--- src/rtl/scan_seq_pkg.sv ---
package scan_seq_pkg;
  localparam int CHAN_W = 4;
  localparam int GAIN_W = 2;

  typedef struct packed {
    logic              diff;
    logic              unipolar;
    logic [GAIN_W-1:0] gain;
    logic [CHAN_W-1:0] chan;
  } scan_entry_t;

  localparam int ENTRY_W = $bits(scan_entry_t);

  // differential inputs pair channels, so only the lower half exists
  function automatic logic entry_legal(scan_entry_t e);
    return !(e.diff && e.chan[CHAN_W-1]);
  endfunction
endpackage

--- src/rtl/scan_list_store.sv ---
module scan_list_store
  import scan_seq_pkg::*;
#(
  parameter int DEPTH = 176,
  parameter int AW    = $clog2(DEPTH + 1)
) (
  input  logic          clk,
  input  logic          rst_n,
  input  logic          acq_active,
  input  logic          wr_en,
  input  logic [AW-1:0] wr_addr,
  input  scan_entry_t   wr_data,
  input  logic [AW-1:0] rd_idx,
  output scan_entry_t   rd_entry
);
  localparam logic [AW-1:0] DEPTH_V = AW'(DEPTH);

  scan_entry_t                mem_q [DEPTH];
  logic [DEPTH*ENTRY_W-1:0]   mem_flat;
  logic                       wr_accept;

  assign wr_accept = wr_en && !acq_active && (wr_addr < DEPTH_V) && entry_legal(wr_data);

  for (genvar i = 0; i < DEPTH; i++) begin : g_slot
    always_ff @(posedge clk) begin
      if (!rst_n)                                  mem_q[i] <= '0;
      else if (wr_accept && wr_addr == AW'(i))     mem_q[i] <= wr_data;
    end
    assign mem_flat[i*ENTRY_W +: ENTRY_W] = mem_q[i];
  end

  always_comb begin
    rd_entry = '0;
    if (rd_idx < DEPTH_V) rd_entry = mem_q[rd_idx];
  end


  frozen_list_chk: assert property (@(posedge clk) disable iff (!rst_n)
    acq_active |=> $stable(mem_flat));

  diff_chan_chk: assert property (@(posedge clk) disable iff (!rst_n)
    rd_entry.diff |-> (rd_entry.chan < 4'd8));
endmodule

--- src/rtl/scan_pointer.sv ---
module scan_pointer #(
  parameter int DEPTH = 176,
  parameter int AW    = $clog2(DEPTH + 1)
) (
  input  logic          clk,
  input  logic          rst_n,
  input  logic          acq_active,
  input  logic          conv_start,
  input  logic          len_wr_en,
  input  logic [AW-1:0] len_wr_data,
  output logic [AW-1:0] idx,
  output logic          end_of_scan
);
  localparam logic [AW-1:0] DEPTH_V = AW'(DEPTH);

  logic [AW-1:0] len_q;
  logic          acq_q;
  logic          acq_start, len_accept, advance, wrap_evt;

  function automatic logic [AW-1:0] step_idx(logic [AW-1:0] cur, logic [AW-1:0] len);
    return (cur == len - AW'(1)) ? '0 : cur + AW'(1);
  endfunction

  assign acq_start  = acq_active && !acq_q;
  assign len_accept = len_wr_en && !acq_active &&
                      (len_wr_data != '0) && (len_wr_data <= DEPTH_V);
  assign advance    = acq_active && !acq_start && conv_start;
  assign wrap_evt   = advance && (idx == len_q - AW'(1));

  always_ff @(posedge clk) begin
    if (!rst_n) begin
      len_q       <= AW'(1);
      idx         <= '0;
      acq_q       <= 1'b0;
      end_of_scan <= 1'b0;
    end else begin
      acq_q       <= acq_active;
      end_of_scan <= wrap_evt;
      if (len_accept) len_q <= len_wr_data;
      if (acq_start || len_accept) idx <= '0;
      else if (advance)            idx <= step_idx(idx, len_q);
    end
  end


  idx_in_list_chk: assert property (@(posedge clk) disable iff (!rst_n)
    idx < len_q);

  len_range_chk: assert property (@(posedge clk) disable iff (!rst_n)
    (len_q != '0) && (len_q <= DEPTH_V));

  restart_head_chk: assert property (@(posedge clk) disable iff (!rst_n)
    acq_start |=> (idx == '0));

  step_one_chk: assert property (@(posedge clk) disable iff (!rst_n)
    (advance && !wrap_evt) |=> (idx == $past(idx) + AW'(1)));

  eos_at_head_chk: assert property (@(posedge clk) disable iff (!rst_n)
    end_of_scan |-> (idx == '0));

  idle_hold_chk: assert property (@(posedge clk) disable iff (!rst_n)
    (!acq_active && !len_accept) |=> ($stable(idx) && !end_of_scan));
endmodule

--- src/rtl/adc_scan_seq.sv ---
module adc_scan_seq
  import scan_seq_pkg::*;
#(
  parameter int DEPTH = 176,
  parameter int AW    = $clog2(DEPTH + 1)
) (
  input  logic                clk,
  input  logic                rst_n,
  input  logic                acq_active,
  input  logic                conv_start,
  input  logic                ent_wr_en,
  input  logic [AW-1:0]       ent_wr_addr,
  input  logic [ENTRY_W-1:0]  ent_wr_data,
  input  logic                len_wr_en,
  input  logic [AW-1:0]       len_wr_data,
  output logic [AW-1:0]       entry_idx,
  output logic [CHAN_W-1:0]   chan_sel,
  output logic [GAIN_W-1:0]   gain_sel,
  output logic                range_unipolar,
  output logic                diff_mode,
  output logic                end_of_scan
);
  scan_entry_t cur_entry;
  logic [AW-1:0] idx_w;

  scan_pointer #(.DEPTH(DEPTH), .AW(AW)) u_ptr (
    .clk(clk), .rst_n(rst_n), .acq_active(acq_active), .conv_start(conv_start),
    .len_wr_en(len_wr_en), .len_wr_data(len_wr_data),
    .idx(idx_w), .end_of_scan(end_of_scan)
  );

  scan_list_store #(.DEPTH(DEPTH), .AW(AW)) u_store (
    .clk(clk), .rst_n(rst_n), .acq_active(acq_active),
    .wr_en(ent_wr_en), .wr_addr(ent_wr_addr), .wr_data(scan_entry_t'(ent_wr_data)),
    .rd_idx(idx_w), .rd_entry(cur_entry)
  );

  assign entry_idx      = idx_w;
  assign chan_sel       = cur_entry.chan;
  assign gain_sel       = cur_entry.gain;
  assign range_unipolar = cur_entry.unipolar;
  assign diff_mode      = cur_entry.diff;
endmodule

--- config.mk ---
export PLATFORM = sky130hd
export DESIGN_NAME = adc_scan_seq
export DESIGN_NICKNAME = d
export VERILOG_FILES = /design/src/rtl/scan_seq_pkg.sv /design/src/rtl/scan_list_store.sv /design/src/rtl/scan_pointer.sv /design/src/rtl/adc_scan_seq.sv
export SDC_FILE = /design/constraint.sdc
export NUM_CORES = 2
export LEC_CHECK = 0
export BUFFER_PORTS_ARGS = -buffer_cell sky130_fd_sc_hd__buf_2
export CORE_MARGIN = 3
export CORE_UTILIZATION = 40
export DETAILED_ROUTE_END_ITERATION = 7
export HOLD_SLACK_MARGIN = 0.03
export SYNTH_ARGS = -nofsm -noshare
export SYNTH_HDL_FRONTEND = slang
export SYNTH_SLANG_ARGS = --single-unit
export TNS_END_PERCENT = 50
--- constraint.sdc ---
create_clock -name clk -period 2.69 [get_ports clk]
set_input_delay 0.1345 -clock clk [delete_from_list [all_inputs] [get_ports clk]]
set_output_delay 0.1345 -clock clk [all_outputs]
set_load 0.02 [all_outputs]
[After elaboration in Yosys (flattened, before gate mapping)]
Memories as Yosys holds them, arrays and structs flattened. A register that Yosys moved wholly into a read port is not among the register bits.
Cells that the tools add are included.
Storage, ports and cells
  register bits: 18
  RAM bits: 1408
  input port bits: 30
  memories kept: 1
Operators by class
  add/subtract/negate cells: 2
  order comparisons: 3
  eq/ne operators: 176
  multiplexer cells: 709
  bitwise operators: 177
  reduce and logical (&&, ||, !) cells: 195
Memory list
  u_store.mem_q: words 176, width 8, read ports 1, clocked after memory_dff 1, wr ports 176, line scan_list_store.sv:18  | scan_entry_t mem_q [DEPTH];
Operators with widths (count)
  2-to-1 mux 8 bit: 180
  2-to-1 mux 1 bit: 529
  equality test 8 x 7 -> 1 bit, second input constant: 64
  equality test 8 bit, second input constant: 48
  equality test 8 x 6 -> 1 bit, second input constant: 32
  logical AND 1 bit: 187
  bitwise OR 1 bit: 176
  equality test 8 x 5 -> 1 bit, second input constant: 16
  equality test 8 x 4 -> 1 bit, second input constant: 8
  equality test 8 x 3 -> 1 bit, second input constant: 4
  equality test 8 x 2 -> 1 bit, second input constant: 2
  < comparator 8 bit, second input constant: 2
  adder 8 x 1 -> 8 bit, second input constant: 1
  equality test 8 x 1 -> 1 bit, second input constant: 1
  equality test 8 bit: 1
  <= comparator 8 bit, second input constant: 1
  zero test 8 bit: 1
  nonzero test 8 bit: 1
  subtractor 8 x 1 -> 8 bit, second input constant: 1
  zero test 1 bit: 4
  OR reduction 2 bit: 1
  logical OR 1 bit: 1
  inverter 1 bit: 1

[Logic depth before layout (Yosys ltp)]
  word-level depth: 9
  depth in mapped cells: 11

[By module]
Synthesis repeated with hierarchy kept, for this count alone.
Unflattened totals
  cells, all modules: 4381
  area, all modules: 62789.0 um2
By module, submodules not included
  scan_list_store: instances 1, cells each 4269, area each 61741.7 um2, sequential area each 42280.6 um2
  scan_pointer: instances 1, cells each 112, area each 1047.3 um2, sequential area each 360.3 um2

[Worst setup path after synthesis]
OpenSTA, ideal clock, no wires.
  path kind: register to output
  from: register with a tool-made name
  to: output gain_sel[1]
  arrival time: 2.369 ns
  setup slack: 0.187 ns
  stages on the path, launching flop included: 11
  buffers on the path: 5
  cells stage by stage: dfxtp_1 -> buf_6 -> buf_6 -> buf_6 -> buf_6 -> buf_6 -> nor2_1 -> a21oi_1 -> a211oi_1 -> nor4_1 -> nor4_1
RTL lines
  end, declared: line adc_scan_seq.sv:18  | output logic [GAIN_W-1:0] gain_sel,

==> out/qor.json <==
{
  "drtAntennaViolNets": 0,
  "cts.root.buffer_cell": "sky130_fd_sc_hd__clkbuf_16",
  "yosys_most_used_dff": "sky130_fd_sc_hd__edfxtp_1",
  "final_period_util_pct": 146.9,
  "part_of_the_power_in_registers_pct": 53.2,
  "clock_skew_ns": 0.01123,
  "finalWirelength_microns": 194100,
  "timing.setup.critical_path_class": "reg2out",
  "worst_slack_ns": -1.261,
  "max_freq_mhz": 253.1,
  "finalCoreUtilization_pct": 48.78,
  "synth_top_cell_by_area": "sky130_fd_sc_hd__edfxtp_1",
  "synth_fa_ha_area_share_pct": 0.03964,
  "maximum_cell_stage_delay_along_the_critical_path_ns": 0.38,
  "synth_async_sr_flop_share_pct": 0,
  "synth_sequential_area_ratio_pct": 67.79,
  "global_route.overflow_total": 0,
  "post_synth_inst_count": 4569,
  "list_of_cells_traversed_by_the_critical_path": "buf_8, bufbuf_16, nor2b_4, buf_4, a22oi_1, a22oi_2, o32ai_1, buf_4, o31ai_4, buf_4, o211ai_1, buf_4",
  "start_kind": "flip-flop",
  "drc_errors": 0,
  "syn_nets": 4601,
  "num_rows": 145,
  "place.gp.congestion": 0.8957,
  "synth_area_sq_um": 63130,
  "internal_power_mw": 38.10,
  "crit_arrival_ns": 3.82,
  "critical-path-slowest-cell": "sky130_fd_sc_hd__dfxtp_4",
  "first_global_vias": 41475,
  "rsz0062_at_grt": "true",
  "global_route.usage.met1_pct": 32.78,
  "power.static_leakage_nw": 24.19,
  "boundaryPins": 47,
  "routed-via-count": 42198,
  "number_of_antenna_violations_at_the_first_check_in_global_routing": 5,
  "grt_use_met3_pct": 5.089,
  "yosys_warnings": 0,
  "yosys.area_share.xor_xnor_pct": 0.2081,
  "dieWidth_microns": 403.3,
  "ir_drop_uv": 493.8,
  "max_slew_margin_pct": 40.58,
  "cts.sink_count": 1434,
  "worst_setup_hold_path_clk_slew_ns": 0.06,
  "htreeDepth": 4,
  "placedInstanceArea_sq_um": 70200,
  "cts_max_path_bufs": 3,
  "layout-drive-gt1-share_pct": 27.07,
  "worst_hold_stages": 4,
  "grt_pass1_wl_microns": 283600,
  "synth_top_family_by_area": "multiplexers",
  "clock_latency_ns": 0.79,
  "ys_ff_latch": 1434,
  "initialDrtViolationCount": 5639,
  "syn-mean-instance-area_sq_um": 13.82,
  "core_region_area_sq_um": 156600,
  "report.final.hold_viol_count": 0,
  "routed_wire_length_per_instance_microns": 26.59,
  "dp_hpwl_microns": 132100,
  "global_route.peak_usage_layer": "met2",
  "grt_util_all_layers_pct": 23.69,
  "layout_min_cycle_time_ns": 3.951,
  "start_util_pct": 40.32,
  "hold-worst-slack_ns": 0.1063,
  "violations": "setup timing",
  "post-layout-total-power_mw": 48.70,
  "floorplan.die_area_sq_um": 162600,
  "drt-pass1-iter-count": 5,
  "route.detailed.vias_per_inst": 5.780,
  "cts_tree": "yes",
  "met2_usage_pct": 37.43,
  "number_of_buffers_added_by_the_clock_tree_synthesis_step": 155,
  "netlist.area_leader.share_pct": 66.97,
  "post_synth_mux_area_share_pct": 12.93,
  "port_buffers": 46,
  "netlist_top_cells_area": "sky130_fd_sc_hd__edfxtp_1, sky130_fd_sc_hd__mux4_2, sky130_fd_sc_hd__nor2_1",
  "holdCritPathClass": "in2reg",
  "switching_power_mw": 10.60,
  "crit_path_frequent_cell": "sky130_fd_sc_hd__buf_4",
  "required_ns": 2.56,
  "worst_path_fanout_max": 6,
  "worst_slew_pin_slew_ns": 0.8913,
  "worstSetupEndpointType": "output port",
  "synth-compound-area-share_pct": 4.639,
  "outcome": "finished, violations left",
  "final_area_sq_um": 76380,
  "clock_power_share_pct": 41.9,
  "final_net_count": 5156,
  "drv.max_cap_violation_count": 0,
  "synth-edff-count": 1408,
  "ff2ff_path_depth": 8,
  "die_height_microns": 403.3,
  "grt_start_max_net_pins": 178,
  "slew_viol_final": 0,
  "synth_simple_gate_area_share_pct": 11.14,
  "switching_share_pct": 21.76,
  "setup_viol_count_final": 8,
  "share_comb_of_total_power_pct": 4.9,
  "p_per_area_nw_per_um2": 637.6,
  "flow.area_growth_from_synthesis_pct": 20.98,
  "post_synth_num_cell_types": 77
}
[final timing paths]
kind	start	to	slack [ns]
setup reg to reg	u_ptr.len_q[0]	u_ptr.idx[0]	0.12
hold / removal	ent_wr_addr[3]	u_store.mem_q[141][5]	0.11
hold reg to reg	u_ptr.idx[7]	u_ptr.idx[7]	0.64
setup / recovery	flip-flop	chan_sel[1]	-1.26
[routing by layer]
layer	wire, microns	part of all wire (%)
met5	0	0
met4	6229	3.2
met3	18840	9.7
met2	91240	47
met1	77790	40
[per-stage QoR]
step,cells,setup slack [ns],TNS (ns)
after floorplan,4569,0.1867,0
after global placement,6943,-0.8888,-4.398
after detailed placement,6943,-0.9009,-4.511
after CTS,7280,-1.235,-9.453
after global routing,7300,-1.319,-9.780
final,7301,-1.261,-9.283
[worst max-delay path, delay by kind of cell, from the launching register on]
kind            cells  cell delay [ns]
compound gates      5             1.15
buf+inv             6             1.26
flops               1             0.38
simple gates        1             0.24
[cell usage in the layout (no fill, tap or decap), types with 30 or more instances in the layout]
cell,instances
sky130_fd_sc_hd__nand2_1,161
sky130_fd_sc_hd__mux2i_1,131
sky130_fd_sc_hd__o21ai_0,188
sky130_fd_sc_hd__buf_4,664
sky130_fd_sc_hd__buf_2,38
sky130_fd_sc_hd__nand3_1,30
sky130_fd_sc_hd__clkbuf_1,39
sky130_fd_sc_hd__mux4_2,292
sky130_fd_sc_hd__clkbuf_16,156
sky130_fd_sc_hd__a22oi_1,62
sky130_fd_sc_hd__nor2_1,1468
sky130_fd_sc_hd__edfxtp_1,1408
sky130_fd_sc_hd__buf_12,69
[flip-flops by register name, indices dropped and copies added, names as in the netlist, named ones only]
name / cells
u_ptr.acq_q: 1
u_ptr.end_of_scan: 1
u_ptr.idx: 8
u_ptr.len_q: 8
u_store.mem_q: 1408
[cell families (layout without fill, tap and decap cells)]
kind of cell               count (synthesis)  after routing
and+or+nand+nor                         1786           1786
DFF                                     1434           1434
AOI/OAI and AO/OA                        449            449
buffers and inverters                    442           1115
muxes                                    441            441
xor gates and xnor gates                  15             15
adders and majority gates                  2              2
other                                      0              1
[synthesized netlist by cell type (4+ instances only)]
library cell and n:
sky130_fd_sc_hd__nor2_1 1471, sky130_fd_sc_hd__edfxtp_1 1408, sky130_fd_sc_hd__clkbuf_1 330, sky130_fd_sc_hd__mux4_2 292, sky130_fd_sc_hd__o21ai_0 191, sky130_fd_sc_hd__nand2_1 176, sky130_fd_sc_hd__mux2i_1 134, sky130_fd_sc_hd__a22oi_1 69
sky130_fd_sc_hd__buf_2 46, sky130_fd_sc_hd__nand3_1 41, sky130_fd_sc_hd__a211oi_1 31, sky130_fd_sc_hd__a21oi_1 31, sky130_fd_sc_hd__dfxtp_1 26, sky130_fd_sc_hd__buf_4 21, sky130_fd_sc_hd__buf_6 20, sky130_fd_sc_hd__nor2b_1 20
sky130_fd_sc_hd__a31oi_1 17, sky130_fd_sc_hd__nor3_1 17, sky130_fd_sc_hd__and2_1 15, sky130_fd_sc_hd__a22o_1 13, sky130_fd_sc_hd__o22ai_1 13, sky130_fd_sc_hd__a221oi_1 11, sky130_fd_sc_hd__xnor2_1 11, sky130_fd_sc_hd__inv_1 10
sky130_fd_sc_hd__mux2_2 10, sky130_fd_sc_hd__o221ai_1 9, sky130_fd_sc_hd__o211ai_1 8, sky130_fd_sc_hd__nand2b_1 7, sky130_fd_sc_hd__nand4_1 7, sky130_fd_sc_hd__o2111ai_1 7, sky130_fd_sc_hd__buf_1 6, sky130_fd_sc_hd__buf_12 5
sky130_fd_sc_hd__mux4_1 5, sky130_fd_sc_hd__o311ai_0 5, sky130_fd_sc_hd__a2111oi_0 4, sky130_fd_sc_hd__o31ai_1 4, sky130_fd_sc_hd__xor2_1 4
[power groups by stage]
stage	sequential (mW)	combinational, mW	clock [mW]
5_1_grt	26.0	2.50	21.5
2_1_floorplan	26.2	1.18	0
4_1_cts	25.9	2.33	20.6
3_5_place_dp	26.4	2.25	0
6_report	25.9	2.38	20.4
3_3_place_gp	26.3	2.22	0
[layout make-up]
type | instances | area [sq um]
flip-flops and latches | 1434 | 42820
multi-input cells | 2693 | 18910
inverters | 11 | 41.29
fillers | 13416 | 80190
diodes | 1 | 2.502
repair buffers | 829 | 7268
clock inverters | 80 | 720.7
clock buffers | 195 | 4050
well taps | 2058 | 2575
[timing repair]
action | 4_1_cts | 5_1_grt
pin swaps | 15 | 19
setup endpoints to repair | 8 | 17
gates cloned | 2 | 0
endpoints found under the hold margin | 35 | 0
hold buffers | 31 | 0
gates resized for setup | 77 | 58
buffers inserted | 31 | 21
Power figures use the tool's default switching activity.
